==> src/rtl/spi_wp_pkg.sv <==
package spi_wp_pkg;

    localparam logic [7:0] OP_LATCH_SET = 8'h06;
    localparam logic [7:0] OP_LATCH_CLR = 8'h04;
    localparam logic [7:0] OP_STAT_ARM  = 8'h50;
    localparam logic [7:0] OP_STAT_WR   = 8'h01;

    localparam int STAT_BP0_POS = 2;
    localparam int STAT_BP1_POS = 3;
    localparam int STAT_LCK_POS = 7;

    typedef enum logic [1:0] {
        IDX_OPCODE = 2'd0,
        IDX_DATA   = 2'd1,
        IDX_EXTRA  = 2'd2
    } byte_idx_e;

    typedef struct packed {
        logic       wel;
        logic       aai;
        logic [1:0] bp;
        logic       bpl;
        logic       armed;
    } prot_state_t;

    typedef struct packed {
        logic [7:0] opcode;
        logic [1:0] new_bp;
        logic       new_bpl;
        logic       got_op;
        logic       got_data;
    } frame_t;

endpackage

==> src/rtl/spi_wp_sync.sv <==
module spi_wp_sync #(
    parameter int SYNC_STAGES = 2
) (
    input  logic clk,
    input  logic rst_n,
    input  logic sck,
    input  logic cs_n,
    input  logic si,
    input  logic wp_n,
    output logic sck_rise,
    output logic cs_rise,
    output logic cs_active,
    output logic si_s,
    output logic wp_s
);

    localparam int NSIG = 4;
    localparam logic [NSIG-1:0] RST_VAL = 4'b1010; // {wp_n, si, cs_n, sck}

    typedef struct packed {
        logic [SYNC_STAGES-1:0][NSIG-1:0] chain;
        logic                             sck_prev;
        logic                             cs_prev;
    } sync_t;

    sync_t s_d, s_q;
    logic [NSIG-1:0] raw, last;

    assign raw  = {wp_n, si, cs_n, sck};
    assign last = s_q.chain[SYNC_STAGES-1];

    always_comb begin
        s_d = s_q;
        s_d.chain[0] = raw;
        for (int i = 1; i < SYNC_STAGES; i++) begin
            s_d.chain[i] = s_q.chain[i-1];
        end
        s_d.sck_prev = last[0];
        s_d.cs_prev  = last[1];
    end

    always_ff @(posedge clk or negedge rst_n) begin
        if (!rst_n) begin
            for (int i = 0; i < SYNC_STAGES; i++) begin
                s_q.chain[i] <= RST_VAL;
            end
            s_q.sck_prev <= 1'b0;
            s_q.cs_prev  <= 1'b1;
        end else begin
            s_q <= s_d;
        end
    end

    assign cs_active = !last[1];
    assign sck_rise  = last[0] && !s_q.sck_prev && !last[1];
    assign cs_rise   = last[1] && !s_q.cs_prev;
    assign si_s      = last[2];
    assign wp_s      = last[3];

endmodule

==> src/rtl/spi_wp_shift.sv <==
module spi_wp_shift #(
    parameter int BYTE_W = 8
) (
    input  logic              clk,
    input  logic              rst_n,
    input  logic              sck_rise,
    input  logic              cs_active,
    input  logic              si_s,
    output logic              byte_vld,
    output logic [BYTE_W-1:0] byte_val,
    output logic [1:0]        byte_idx
);

    localparam int CNT_W = $clog2(BYTE_W);
    localparam logic [CNT_W-1:0] CNT_LAST = CNT_W'(BYTE_W - 1);

    typedef struct packed {
        logic [BYTE_W-1:0] sh;
        logic [CNT_W-1:0]  cnt;
        logic [1:0]        idx;
        logic              vld;
        logic [BYTE_W-1:0] val;
        logic [1:0]        vidx;
    } shift_t;

    shift_t s_d, s_q;

    always_comb begin
        s_d     = s_q;
        s_d.vld = 1'b0;
        if (!cs_active) begin
            s_d.cnt = '0;
            s_d.idx = 2'd0;
        end else if (sck_rise) begin
            s_d.sh = {s_q.sh[BYTE_W-2:0], si_s};
            if (s_q.cnt == CNT_LAST) begin
                s_d.cnt  = '0;
                s_d.vld  = 1'b1;
                s_d.val  = {s_q.sh[BYTE_W-2:0], si_s};
                s_d.vidx = s_q.idx;
                if (s_q.idx != 2'd2) begin
                    s_d.idx = s_q.idx + 2'd1;
                end
            end else begin
                s_d.cnt = s_q.cnt + 1'b1;
            end
        end
    end

    always_ff @(posedge clk or negedge rst_n) begin
        if (!rst_n) begin
            s_q <= '0;
        end else begin
            s_q <= s_d;
        end
    end

    assign byte_vld = s_q.vld;
    assign byte_val = s_q.val;
    assign byte_idx = s_q.vidx;

    // bit counter is idle after any deselected cycle
    p_cnt_idle_r10: assert property (@(posedge clk) disable iff (!rst_n)
        !cs_active |=> (s_q.cnt == '0 && s_q.idx == 2'd0));

endmodule

==> src/rtl/spi_wp_ctrl.sv <==
module spi_wp_ctrl
    import spi_wp_pkg::*;
(
    input  logic       clk,
    input  logic       rst_n,
    input  logic       byte_vld,
    input  logic [7:0] byte_val,
    input  logic [1:0] byte_idx,
    input  logic       cs_rise,
    input  logic       wp_s,
    input  logic       aai_start,
    output prot_state_t state
);

    prot_state_t st_d, st_q;
    frame_t      fr_d, fr_q;
    frame_t      fr_now;
    logic        locked;

    // frame content including a byte that lands in this very cycle
    always_comb begin
        fr_now = fr_q;
        if (byte_vld) begin
            if (byte_idx == IDX_OPCODE) begin
                fr_now.opcode = byte_val;
                fr_now.got_op = 1'b1;
            end else if (byte_idx == IDX_DATA) begin
                fr_now.new_bp   = {byte_val[STAT_BP1_POS], byte_val[STAT_BP0_POS]};
                fr_now.new_bpl  = byte_val[STAT_LCK_POS];
                fr_now.got_data = 1'b1;
            end
        end
    end

    assign locked = !wp_s && st_q.bpl;

    always_comb begin
        st_d = st_q;
        fr_d = fr_now;
        if (aai_start) begin
            st_d.aai = 1'b1;
        end
        if (cs_rise) begin
            fr_d       = '0;
            st_d.armed = 1'b0;
            if (fr_now.got_op) begin
                unique case (fr_now.opcode)
                    OP_LATCH_SET: st_d.wel = 1'b1;
                    OP_LATCH_CLR: begin
                        st_d.wel = 1'b0;
                        st_d.aai = 1'b0;
                    end
                    OP_STAT_ARM: st_d.armed = 1'b1;
                    OP_STAT_WR: begin
                        if (fr_now.got_data && st_q.armed && !locked) begin
                            st_d.bp = fr_now.new_bp;
                            if (wp_s) begin
                                st_d.bpl = fr_now.new_bpl;
                            end else begin
                                st_d.bpl = st_q.bpl | fr_now.new_bpl;
                            end
                        end
                    end
                    default: ;
                endcase
            end
        end
    end

    always_ff @(posedge clk or negedge rst_n) begin
        if (!rst_n) begin
            st_q <= '0;
            fr_q <= '0;
        end else begin
            st_q <= st_d;
            fr_q <= fr_d;
        end
    end

    assign state = st_q;

    // latch moves only right after a frame closes
    p_wel_at_close_r1: assert property (@(posedge clk) disable iff (!rst_n)
        !$stable(st_q.wel) |-> $past(cs_rise));

    // auto-increment flag is cleared only by a closing frame
    p_aai_clear_r2: assert property (@(posedge clk) disable iff (!rst_n)
        $fell(st_q.aai) |-> $past(cs_rise));

    // status only changes when an arm was pending at a frame close
    p_status_armed_r3: assert property (@(posedge clk) disable iff (!rst_n)
        ({st_q.bpl, st_q.bp} != $past({st_q.bpl, st_q.bp})) |-> ($past(st_q.armed) && $past(cs_rise)));

    // locked status holds while the protect pin is low
    p_lock_hold_r5: assert property (@(posedge clk) disable iff (!rst_n)
        ($past(!wp_s) && $past(st_q.bpl)) |-> (st_q.bpl && $stable(st_q.bp)));

    // lock bit only falls with the protect pin high
    p_bpl_oneway_r6: assert property (@(posedge clk) disable iff (!rst_n)
        $fell(st_q.bpl) |-> $past(wp_s));

endmodule

==> src/rtl/spi_wp_cmd_unit.sv <==
module spi_wp_cmd_unit
    import spi_wp_pkg::*;
#(
    parameter int SYNC_STAGES = 2,
    parameter int BYTE_W      = 8
) (
    input  logic       clk,
    input  logic       rst_n,
    input  logic       sck,
    input  logic       cs_n,
    input  logic       si,
    input  logic       wp_n,
    input  logic       aai_start,
    output logic       wel,
    output logic       aai,
    output logic [1:0] bp,
    output logic       bpl,
    output logic       so_oe
);

    logic              sck_rise, cs_rise, cs_active, si_s, wp_s;
    logic              byte_vld;
    logic [BYTE_W-1:0] byte_val;
    logic [1:0]        byte_idx;
    prot_state_t       state;

    spi_wp_sync #(.SYNC_STAGES(SYNC_STAGES)) u_sync (
        .clk       (clk),
        .rst_n     (rst_n),
        .sck       (sck),
        .cs_n      (cs_n),
        .si        (si),
        .wp_n      (wp_n),
        .sck_rise  (sck_rise),
        .cs_rise   (cs_rise),
        .cs_active (cs_active),
        .si_s      (si_s),
        .wp_s      (wp_s)
    );

    spi_wp_shift #(.BYTE_W(BYTE_W)) u_shift (
        .clk       (clk),
        .rst_n     (rst_n),
        .sck_rise  (sck_rise),
        .cs_active (cs_active),
        .si_s      (si_s),
        .byte_vld  (byte_vld),
        .byte_val  (byte_val),
        .byte_idx  (byte_idx)
    );

    spi_wp_ctrl u_ctrl (
        .clk       (clk),
        .rst_n     (rst_n),
        .byte_vld  (byte_vld),
        .byte_val  (byte_val[7:0]),
        .byte_idx  (byte_idx),
        .cs_rise   (cs_rise),
        .wp_s      (wp_s),
        .aai_start (aai_start),
        .state     (state)
    );

    assign wel   = state.wel;
    assign aai   = state.aai;
    assign bp    = state.bp;
    assign bpl   = state.bpl;
    // write-type commands never drive serial out
    assign so_oe = 1'b0;

endmodule

==> config.mk <==
export PLATFORM = sky130hd
export DESIGN_NAME = spi_wp_cmd_unit
export DESIGN_NICKNAME = d
export VERILOG_FILES = /design/src/rtl/spi_wp_pkg.sv /design/src/rtl/spi_wp_sync.sv /design/src/rtl/spi_wp_shift.sv /design/src/rtl/spi_wp_ctrl.sv /design/src/rtl/spi_wp_cmd_unit.sv
export SDC_FILE = /design/constraint.sdc
export NUM_CORES = 1
export LEC_CHECK = 0
export ABC_CLOCK_PERIOD_IN_PS = 2700
export BUFFER_PORTS_ARGS = -buffer_cell sky130_fd_sc_hd__buf_2
export CORE_ASPECT_RATIO = 1.75
export CORE_MARGIN = 3
export CORE_UTILIZATION = 45
export DETAILED_ROUTE_END_ITERATION = 7
export PLACE_DENSITY = 0.69
export SKIP_CTS_REPAIR_TIMING = 1
export SLEW_MARGIN = 15
export SYNTH_ARGS = -nofsm -noshare
export SYNTH_HDL_FRONTEND = slang
export SYNTH_SLANG_ARGS = --single-unit
==> constraint.sdc <==
create_clock -name clk -period 2.7 [get_ports clk]
set_input_delay 0.135 -clock clk [delete_from_list [all_inputs] [get_ports clk]]
set_output_delay 0.135 -clock clk [all_outputs]
set_load 0.03 [all_outputs]
==> results of run 1 <==
==> final cells by class <==
type / instances / area (sq um) / share of cell area
multi-input cells: 106 / 834.6 / 0.3429
well taps: 52 / 65.06 / 0.02674
inverters: 5 / 18.77 / 0.007712
repair buffers: 17 / 115.1 / 0.04730
clock buffers: 6 / 82.58 / 0.03393
flip-flops and latches: 52 / 1308 / 0.5373
clock inverters: 2 / 10.01 / 0.004113
==> worst reg2reg max path: stages (launching register included) <==
cell	delay (ps)
dfstp_2	640
and2b_1	480
nand3_1	210
a2111oi_4	400
mux2i_1	270
==> path summary, 6_finish.rpt <==
check	slack (ps)	startpoint	endpoint
max	630	u_sync.last[1]	u_ctrl.state[3]
min	80	aai_start	u_ctrl.state[4]
max reg2reg	630	u_sync.last[1]	u_ctrl.state[3]
min reg2reg	360	u_sync.s_d[6]	u_sync.last[0]
max in group asynchronous	1870	rst_n	u_sync.s_d[6]
min in group asynchronous	390	rst_n	u_shift.byte_val[6]
==> metal layers <==
layer | global-route usage | part of all wire
met1 | 0.1723 | 0.39
met3 | 0.03277 | 0.030
met2 | 0.2402 | 0.55
met4 | 0.08377 | 0.027
met5 | 0 | 0
==> power breakdown <==
| group | internal, mW | switching (mW) |
|---|---|---|
| logic | 0.0449 | 0.0365 |
| registers | 0.833 | 0.0345 |
| clock network | 0.205 | 0.240 |
| total | 1.08 | 0.311 |
==> cells by family after synthesis <==
group,Yosys count,synth area share
AO/OA/AOI/OAI,14,0.04727
buffers and inverters,14,0.03658
flip-flops,52,0.5881
XOR/XNOR,1,0.003940
AND/OR/NAND/NOR,58,0.1593
other,1,0.001687
adder cells (fa/ha/maj),3,0.01688
multiplexers,29,0.1463
==> registers in the layout (all words and copies together) (netlist names) <==
name	flops
u_sync.s_q	2
u_sync.last	4
u_shift.byte_vld	1
u_shift.s_q	12
u_ctrl.fr_q	13
u_ctrl.state	6
u_sync.s_d	4
u_shift.byte_idx	2
u_shift.byte_val	8
==> cell usage in the layout, fill, tap and decap left out, types with 2 or more instances in the layout <==
master / instances
mux2_2: 17
dfstp_2: 5
dfrtp_1: 47
nor2b_1: 2
and2_1: 3
buf_4: 2
nand3_1: 3
a21oi_1: 9
clkbuf_8: 6
nor2_1: 14
mux2i_1: 10
nor3b_1: 2
buf_2: 10
inv_1: 5
dlygate4sd3_1: 5
nand2_1: 15
nor3_1: 3
nand2b_1: 3
clkinv_2: 2
ha_1: 3
==> through the flow <==
step	utilization	instance area [sq um]	hold WS, ps	setup WS, ps	std cells
after floorplan	-	2223	-160.6	965.4	172
after global placement	0.4820	2288	240.5	784.9	227
after detailed placement	0.4820	2288	241.1	660.3	227
after CTS	0.5014	2381	-95.17	633.6	235
after global routing	0.5125	2434	121.9	437.4	240
final	0.5125	2434	84.08	629.3	240
==> results.py, run 1 <==
metrics = {
    "worst_hold_path": {
        "hold_class": "input pin to flop",
        "hold_path_depth": 3,
    },
    "pwr": {
        "leakagePower_nw": 1.121,
        "power_mw": 1.393,
        "power_density_mw_per_mm2": 572.4,
        "peakVddDrop_uv": 470.5,
    },
    "sta": {
        "finalClockSkew_ps": 10.39,
        "hold_violations": 0,
        "fin_crit_sh": 0.7669,
        "maxSlewViolCount": 0,
        "relSlewSlack": 0.5717,
        "tightestPinTransition_ps": 642.4,
        "timing.fmax_mhz": 482.9,
        "setup_viol": 0,
        "period_needed_ps": 2071,
        "tns_ps": 0,
        "rsz0062_at_grt": "false",
    },
    "grt": {
        "grt_max_degree": 53,
        "grt_antenna_before_repair": 0,
        "grt_pass1_vias": 1356,
        "grt-ovfl-total": 0,
        "track_usage": 0.1470,
        "grt_pass1_wl_mm": 6.382,
    },
    "placed_design": {
        "hpwl_mm": 2.603,
        "gp_congestion": 0.7971,
        "port_buffers": 11,
    },
    "route": {
        "wl_mm": 3.621,
        "antenna_left": 0,
        "drt-wirelength-per-cell_um": 15.09,
        "vias_per_cell": 5.342,
        "post-route-drc-count": 0,
        "vias": 1282,
        "drt_iter0_drc": 52,
        "firstDrtPassIters": 4,
    },
    "synthesis": {
        "ys.flop_type": "dfrtp_1",
        "async_flop_share": 1.000,
        "synth_top_area_frac": 0.5290,
        "synth_edf_count": 0,
        "synthesis.area_sq_mm": 0.002223,
        "syn_inst": 172,
        "synth.distinct_cells": 41,
        "yosys_register_bits": 52,
        "yosys_warnings": 0,
        "yosysMostFrequentCell": "dfrtp_1",
        "synth_area_per_cell_sq_um": 12.93,
        "synthesis.nets": 182,
        "ys_top_cells_by_area": "dfrtp_1 53%, mux2_2 8.6%, dfstp_2 5.9%, mux2i_1 4.5%, nand2_1 2.5%",
        "synth_common_cells": "47 x dfrtp_1, 17 x mux2_2, 15 x nand2_1",
        "ys_seq_area_frac": 0.5881,
        "yosys.area.top_type": "dfrtp_1",
    },
    "final_layout": {
        "syn2layout_area_growth_pct": 9.454,
        "n_fill_cell": 419,
        "final_nets": 197,
        "antenna-diode-count": 0,
        "drive_above_1_share": 0.2713,
    },
    "outcome": {
        "status": "finished clean",
    },
    "clocking": {
        "max-clock-path-buffers": 2,
        "cts_tree": "yes",
        "path_clk_slew_ps": 90,
        "clock-root-buffer": "clkbuf_8",
        "h-tree-depth": 2,
        "clkLatencyLatePin_ps": 300,
        "cts.sinks": 52,
        "numCtsBuffers": 5,
    },
    "setup_path": {
        "critPathRequiredTime_ps": 2920,
        "cp_cell_sequence": "and2b_1 -> nand3_1 -> a2111oi_4 -> mux2i_1",
        "startpoint_type": "flop",
        "path_delay_family": "simple AND/OR/NAND/NOR gates",
        "worst-path-buf-inv": 0,
        "slowest_delay_ps": 640,
        "path_class": "flop to flop",
        "crit_fanout": 15,
        "slowest_stage": "dfstp_2",
        "reg2reg_depth": 4,
        "crit_cells": 4,
        "endpoint_kind": "flop",
        "crit_arrival_ps": 2290,
    },
    "floorplanning": {
        "die_area_sq_mm": 0.005853,
        "die_w_um": 59.14,
        "num_rows": 33,
        "die_y_um": 98.99,
        "initial_core_util": 0.4682,
        "core_sq_mm": 0.004748,
        "ios": 13,
    },
    "job": {
        "maxCapViolCount": 0,
    },
}
(Power assumes the default switching activity.)
==> inputs of run 2 (changes only) <==
--- a/config.mk
+++ b/config.mk
@@ -5,13 +5,13 @@
 export SDC_FILE = /design/constraint.sdc
 export NUM_CORES = 1
 export LEC_CHECK = 0
-export ABC_CLOCK_PERIOD_IN_PS = 2700
+export ABC_CLOCK_PERIOD_IN_PS = 1730
 export BUFFER_PORTS_ARGS = -buffer_cell sky130_fd_sc_hd__buf_2
 export CORE_ASPECT_RATIO = 1.75
 export CORE_MARGIN = 3
 export CORE_UTILIZATION = 45
 export DETAILED_ROUTE_END_ITERATION = 7
-export PLACE_DENSITY = 0.69
+export PLACE_DENSITY = 0.71
 export SKIP_CTS_REPAIR_TIMING = 1
 export SLEW_MARGIN = 15
 export SYNTH_ARGS = -nofsm -noshare
==> constraint.sdc (replaced) <==
create_clock -name clk -period 1.73 [get_ports clk]
set_input_delay 0.0865 -clock clk [delete_from_list [all_inputs] [get_ports clk]]
set_output_delay 0.0865 -clock clk [all_outputs]
set_load 0.03 [all_outputs]
==> run 2 against run 1 <==
Setup slack worse by 580 ps. Count of clock-buffer cells in the layout did not move. Combinational power increased by 74%. Via count rose by 5.1%. Sequential share of layout area decreased by 3.3 points. Total power increased by 65%. Clock power up 82%. Register-to-register slack worse by 580 ps. Clock skew shrank 4.6 ps. Sequential power is 56% higher. Critical path depth is the same. Global-route usage decreased by 0.45 points.
==> results.py, run 2 (synthesis gave the netlist of run 1 again) <==
metrics = {
    "route": {
        "post-route-drc-count": 0,
        "antenna_left": 0,
        "vias": 1347,
        "drt_iter0_drc": 43,
        "drt-wirelength-per-cell_um": 15.01,
        "vias_per_cell": 5.262,
        "firstDrtPassIters": 6,
        "wl_mm": 3.843,
    },
    "grt": {
        "grt_max_degree": 53,
        "track_usage": 0.1424,
        "grt_antenna_before_repair": 0,
        "grt_pass1_wl_mm": 6.361,
        "grt-ovfl-total": 0,
        "grt_pass1_vias": 1387,
    },
    "final_layout": {
        "regArea_sq_mm": 0.001308,
        "final_util": 0.5460,
        "antenna-diode-count": 0,
        "largest-register": "u_ctrl.fr_q",
        "largest_reg_flops": 13,
        "final_cell_mix": "47 x dfrtp_1, 17 x mux2_2, 16 x buf_4",
        "n_fill_cell": 385,
        "final_nets": 213,
        "multi_input_area_sq_um": 848.3,
        "syn2layout_area_growth_pct": 16.60,
        "layout_commonest_cell": "dfrtp_1",
        "drive_above_1_share": 0.3382,
    },
    "floorplanning": {
        "die_area_sq_mm": 0.005853,
        "initial_core_util": 0.4682,
        "ios": 13,
        "num_rows": 33,
        "die_y_um": 98.99,
        "core_sq_mm": 0.004748,
        "die_w_um": 59.14,
    },
    "placed_design": {
        "hpwl_mm": 2.880,
        "port_buffers": 11,
        "gp_congestion": 0.8918,
    },
    "sta": {
        "fin_crit_sh": 0.9710,
        "period_needed_ps": 1680,
        "tns_ps": 0,
        "setup_viol": 0,
        "maxSlewViolCount": 0,
        "hold_violations": 0,
        "timing.fmax_mhz": 595.3,
        "finalClockSkew_ps": 5.748,
        "rsz0062_at_grt": "true",
    },
    "worst_hold_path": {
        "hold_class": "input pin to flop",
        "hp-start": "aai_start",
    },
    "clocking": {
        "clock-root-buffer": "clkbuf_8",
        "h-tree-depth": 2,
        "cts.sinks": 52,
        "max-clock-path-buffers": 2,
        "numCtsBuffers": 5,
        "cts_tree": "yes",
        "path_clk_slew_ps": 90,
        "clkLatencyLatePin_ps": 300,
    },
    "setup_path": {
        "critPathRequiredTime_ps": 1930,
        "r2r-start": "u_shift.byte_idx[1]",
        "crit_arrival_ps": 1880,
        "path_class": "flop to flop",
        "endpoint_kind": "flop",
        "reg2reg_slack_ps": 50,
        "crit_fanout": 2,
        "cp-startpoint": "u_shift.byte_idx[1]",
        "startpoint_type": "flop",
    },
    "pwr": {
        "peakVddDrop_uv": 590.8,
        "power_density_mw_per_mm2": 887.3,
        "leakagePower_nw": 1.208,
    },
    "job": {
        "maxCapViolCount": 0,
    },
    "outcome": {
        "status": "finished clean",
    },
}
-- run 2: final timing paths --
kind | depth (start not counted) | endpoint
setup / recovery | 4 | u_ctrl.state[1]
hold / removal | 3 | u_ctrl.state[4]
setup reg to reg | 4 | u_ctrl.state[1]
hold reg to reg | 0 | u_sync.last[2]
max in group asynchronous | 3 | u_sync.s_d[9]
min in group asynchronous | 3 | u_sync.s_d[6]
-- run 2: per-stage QoR --
step / area (sq um) / std cells / hold slack, ps / setup slack (ps) / power [mW]
4_1_cts: 2529 / 251 / -234.4 / 3.416 / 2.319
3_3_place_gp: 2421 / 243 / 85.84 / 66.15 / 1.497
2_1_floorplan: 2223 / 172 / -209.1 / -4.601 / 1.443
3_5_place_dp: 2421 / 243 / 97.69 / 19.05 / 1.514
5_1_grt: 2592 / 256 / 74.01 / -10.83 / 2.400
6_report: 2592 / 256 / 38.69 / 50.21 / 2.300
-- run 2: layout make-up --
class	count	share of cell area
sequential	52	0.5043
timing repair buffer	33	0.09459
multi-input combinational	106	0.3272
inverter	5	0.007239
clock inverter	2	0.01351
tap	52	0.02510
clock buffer	6	0.02799
-- run 2: metal layers --
layer  GRT usage  up-vias  wire length [um]  part of all wire
met5           0        -                 0                 0
met4     0.06457        0                95             0.025
met3     0.03014        6               100             0.026
met2      0.2513       25              2244              0.58
met1      0.1574      673              1403              0.37
li1            -      643                 -                 -
-- run 2: critical path, cell delays in order (launching register included) --
cell and delay [ps]:
dfrtp_1 400, or3b_4 420, mux2i_4 210, a2111o_1 370, a22o_1 180
-- run 2: report_power, final --
group / internal, mW / switching, mW / leakage (nW)
combinational: 0.0798 / 0.0618 / 0.472
clock: 0.429 / 0.377 / 0.0552
sequential: 1.30 / 0.0530 / 0.681
==> inputs of run 3 (changes only) <==
--- a/config.mk
+++ b/config.mk
@@ -10,6 +10,7 @@
 export CORE_ASPECT_RATIO = 1.75
 export CORE_MARGIN = 3
 export CORE_UTILIZATION = 45
+export CTS_BUF_LIST = sky130_fd_sc_hd__clkbuf_16
 export DETAILED_ROUTE_END_ITERATION = 7
 export PLACE_DENSITY = 0.71
 export SKIP_CTS_REPAIR_TIMING = 1
==> run 3 against run 2 <==
Via count fell by 1.0%. Routed wire length up 3.1%. Clock skew shrank 1.5 ps. Worst hold slack gained 19 ps. Maximum frequency shrank 1.0%. Global-route usage rose by 0.31 points. Combinational power barely moved. First-iteration DRC count increased by 23%. Total power up 12%. Count of clock-buffer cells in the layout down 1. Critical path depth is the same. Highest routed layer unchanged.
==> results.py, run 3 (synthesis gave the netlist of run 1 again) <==
metrics = {
    "final_layout": {
        "largest-register": "u_ctrl.fr_q",
        "final_cells": 256,
        "final_cell_mix": "47 x dfrtp_1, 17 x mux2_2, 16 x buf_4",
        "antenna-diode-count": 0,
        "drive_above_1_share": 0.3382,
        "syn2layout_area_growth_pct": 19.13,
        "largest_reg_flops": 13,
        "final_area_sq_mm": 0.002649,
        "final_nets": 213,
        "layout_commonest_cell": "dfrtp_1",
    },
    "setup_path": {
        "slowest_stage": "or3b_4",
        "path_class": "flop to flop",
        "path_delay_family": "compound AO/OA/AOI/OAI gates",
        "worst-path-buf-inv": 0,
        "r2r-start": "u_shift.byte_idx[1]",
        "startpoint_type": "flop",
        "reg2reg_slack_ps": 30,
        "slowest_delay_ps": 430,
        "critPathRequiredTime_ps": 1910,
        "cp-startpoint": "u_shift.byte_idx[1]",
        "crit_fanout": 2,
        "endpoint_kind": "flop",
        "cp_cell_sequence": "or3b_4 -> mux2i_4 -> a2111o_1 -> a22o_1",
        "crit_arrival_ps": 1870,
    },
    "sta": {
        "hold_violations": 0,
        "maxSlewViolCount": 0,
        "setup_viol": 0,
        "rsz0062_at_grt": "true",
        "tns_ps": 0,
        "timing.fmax_mhz": 589.3,
        "fin_crit_sh": 0.9809,
        "period_needed_ps": 1697,
        "timing.final.ws_setup_ps": 33.04,
        "finalClockSkew_ps": 4.224,
    },
    "grt": {
        "track_usage": 0.1456,
        "grt_pass1_vias": 1380,
        "grt_max_degree": 53,
        "grt_antenna_before_repair": 0,
        "grt_pass1_wl_mm": 6.417,
        "grt-ovfl-total": 0,
    },
    "clocking": {
        "numCtsBuffers": 5,
        "cts_tree": "yes",
        "clkLatencyLatePin_ps": 280,
        "path_clk_slew_ps": 70,
        "clock-root-buffer": "clkbuf_16",
        "h-tree-depth": 2,
        "max-clock-path-buffers": 2,
        "cts.sinks": 52,
    },
    "job": {
        "maxCapViolCount": 0,
    },
    "placed_design": {
        "placedInstanceArea_sq_mm": 0.002421,
        "gp_congestion": 0.8918,
        "hpwl_mm": 2.880,
        "pre_cts_ws_ps": 19.05,
        "port_buffers": 11,
        "dp_cells": 243,
    },
    "route": {
        "vias_per_cell": 5.207,
        "vias": 1333,
        "drt-wirelength-per-cell_um": 15.48,
        "post-route-drc-count": 0,
        "antenna_left": 0,
        "wl_mm": 3.963,
        "firstDrtPassIters": 4,
        "drt_iter0_drc": 53,
    },
    "pwr": {
        "combPwrFrac": 0.055,
        "leakagePower_nw": 1.238,
        "p_sw_mw": 0.5228,
        "power_density_mw_per_mm2": 973.4,
        "seqPwrFrac": 0.525,
        "swShare": 0.2028,
        "clockPowerShare": 0.419,
        "peakVddDrop_uv": 953.5,
        "internal_power_mw": 2.055,
    },
    "floorplanning": {
        "die_y_um": 98.99,
        "die_area_sq_mm": 0.005853,
        "initial_core_util": 0.4682,
        "num_rows": 33,
        "ios": 13,
        "die_w_um": 59.14,
        "core_sq_mm": 0.004748,
    },
    "outcome": {
        "status": "finished clean",
    },
    "worst_hold_path": {
        "hold_class": "input pin to flop",
        "hp-start": "aai_start",
    },
}
[run 3: cell types whose count changed in the layout (fill, tap and decap cells not counted)]
| cell | delta |
|---|---|
| clkbuf_16 | +5 |
| clkbuf_8 | -5 |
| clkbuf_1 | -1 |
| inv_1 | +1 |
[run 3: path summary, 6_finish.rpt]
| path | to | cells past startpoint |
|---|---|---|
| max reg2reg | u_ctrl.state[1] | 4 |
| min in group asynchronous | u_sync.s_d[6] | 3 |
| max | u_ctrl.state[1] | 4 |
| min reg2reg | u_sync.last[2] | 0 |
| min | u_ctrl.state[4] | 3 |
| max in group asynchronous | u_sync.last[1] | 3 |
[run 3: worst min-delay path, cell delays in order]
cell,delay [ps]
buf_2,70
nor2_1,30
a21oi_1,100
[run 3: power by group through the flow]
stage | Sequential [mW] | Combinational, mW | Clock, mW
after floorplan | 1.35 | 0.0880 | 0
after global placement | 1.37 | 0.130 | 0
after detailed placement | 1.38 | 0.137 | 0
after CTS | 1.35 | 0.138 | 1.11
after global routing | 1.36 | 0.161 | 1.15
final | 1.35 | 0.142 | 1.08
[run 3: metal layers]
metal / wire [um] / global-route usage / up-vias
met5: 0 / 0 / -
met4: 117 / 0.06981 / 0
met3: 72 / 0.02752 / 9
met2: 2269 / 0.2606 / 20
met1: 1503 / 0.1573 / 659
li1: - / - / 645
[run 3: layout make-up]
type / instances / area [sq um]
Inverter: 5 / 18.77
Timing Repair Buffer: 33 / 245.2
Multi-Input combinational cell: 106 / 848.3
Sequential cell: 52 / 1308
Clock inverter: 3 / 38.79
Fill cell: 374 / 2100
Clock buffer: 5 / 125.1
Tap cell: 52 / 65.06
[run 3: through the flow]
stage / hold WS, ps / util / power [mW]
3_3_place_gp: 85.84 / 0.5099 / 1.497
5_1_grt: 96.59 / 0.5578 / 2.673
3_5_place_dp: 97.69 / 0.5099 / 1.514
2_1_floorplan: -209.1 / - / 1.443
4_1_cts: -205.4 / 0.5444 / 2.598
6_report: 57.78 / 0.5578 / 2.578
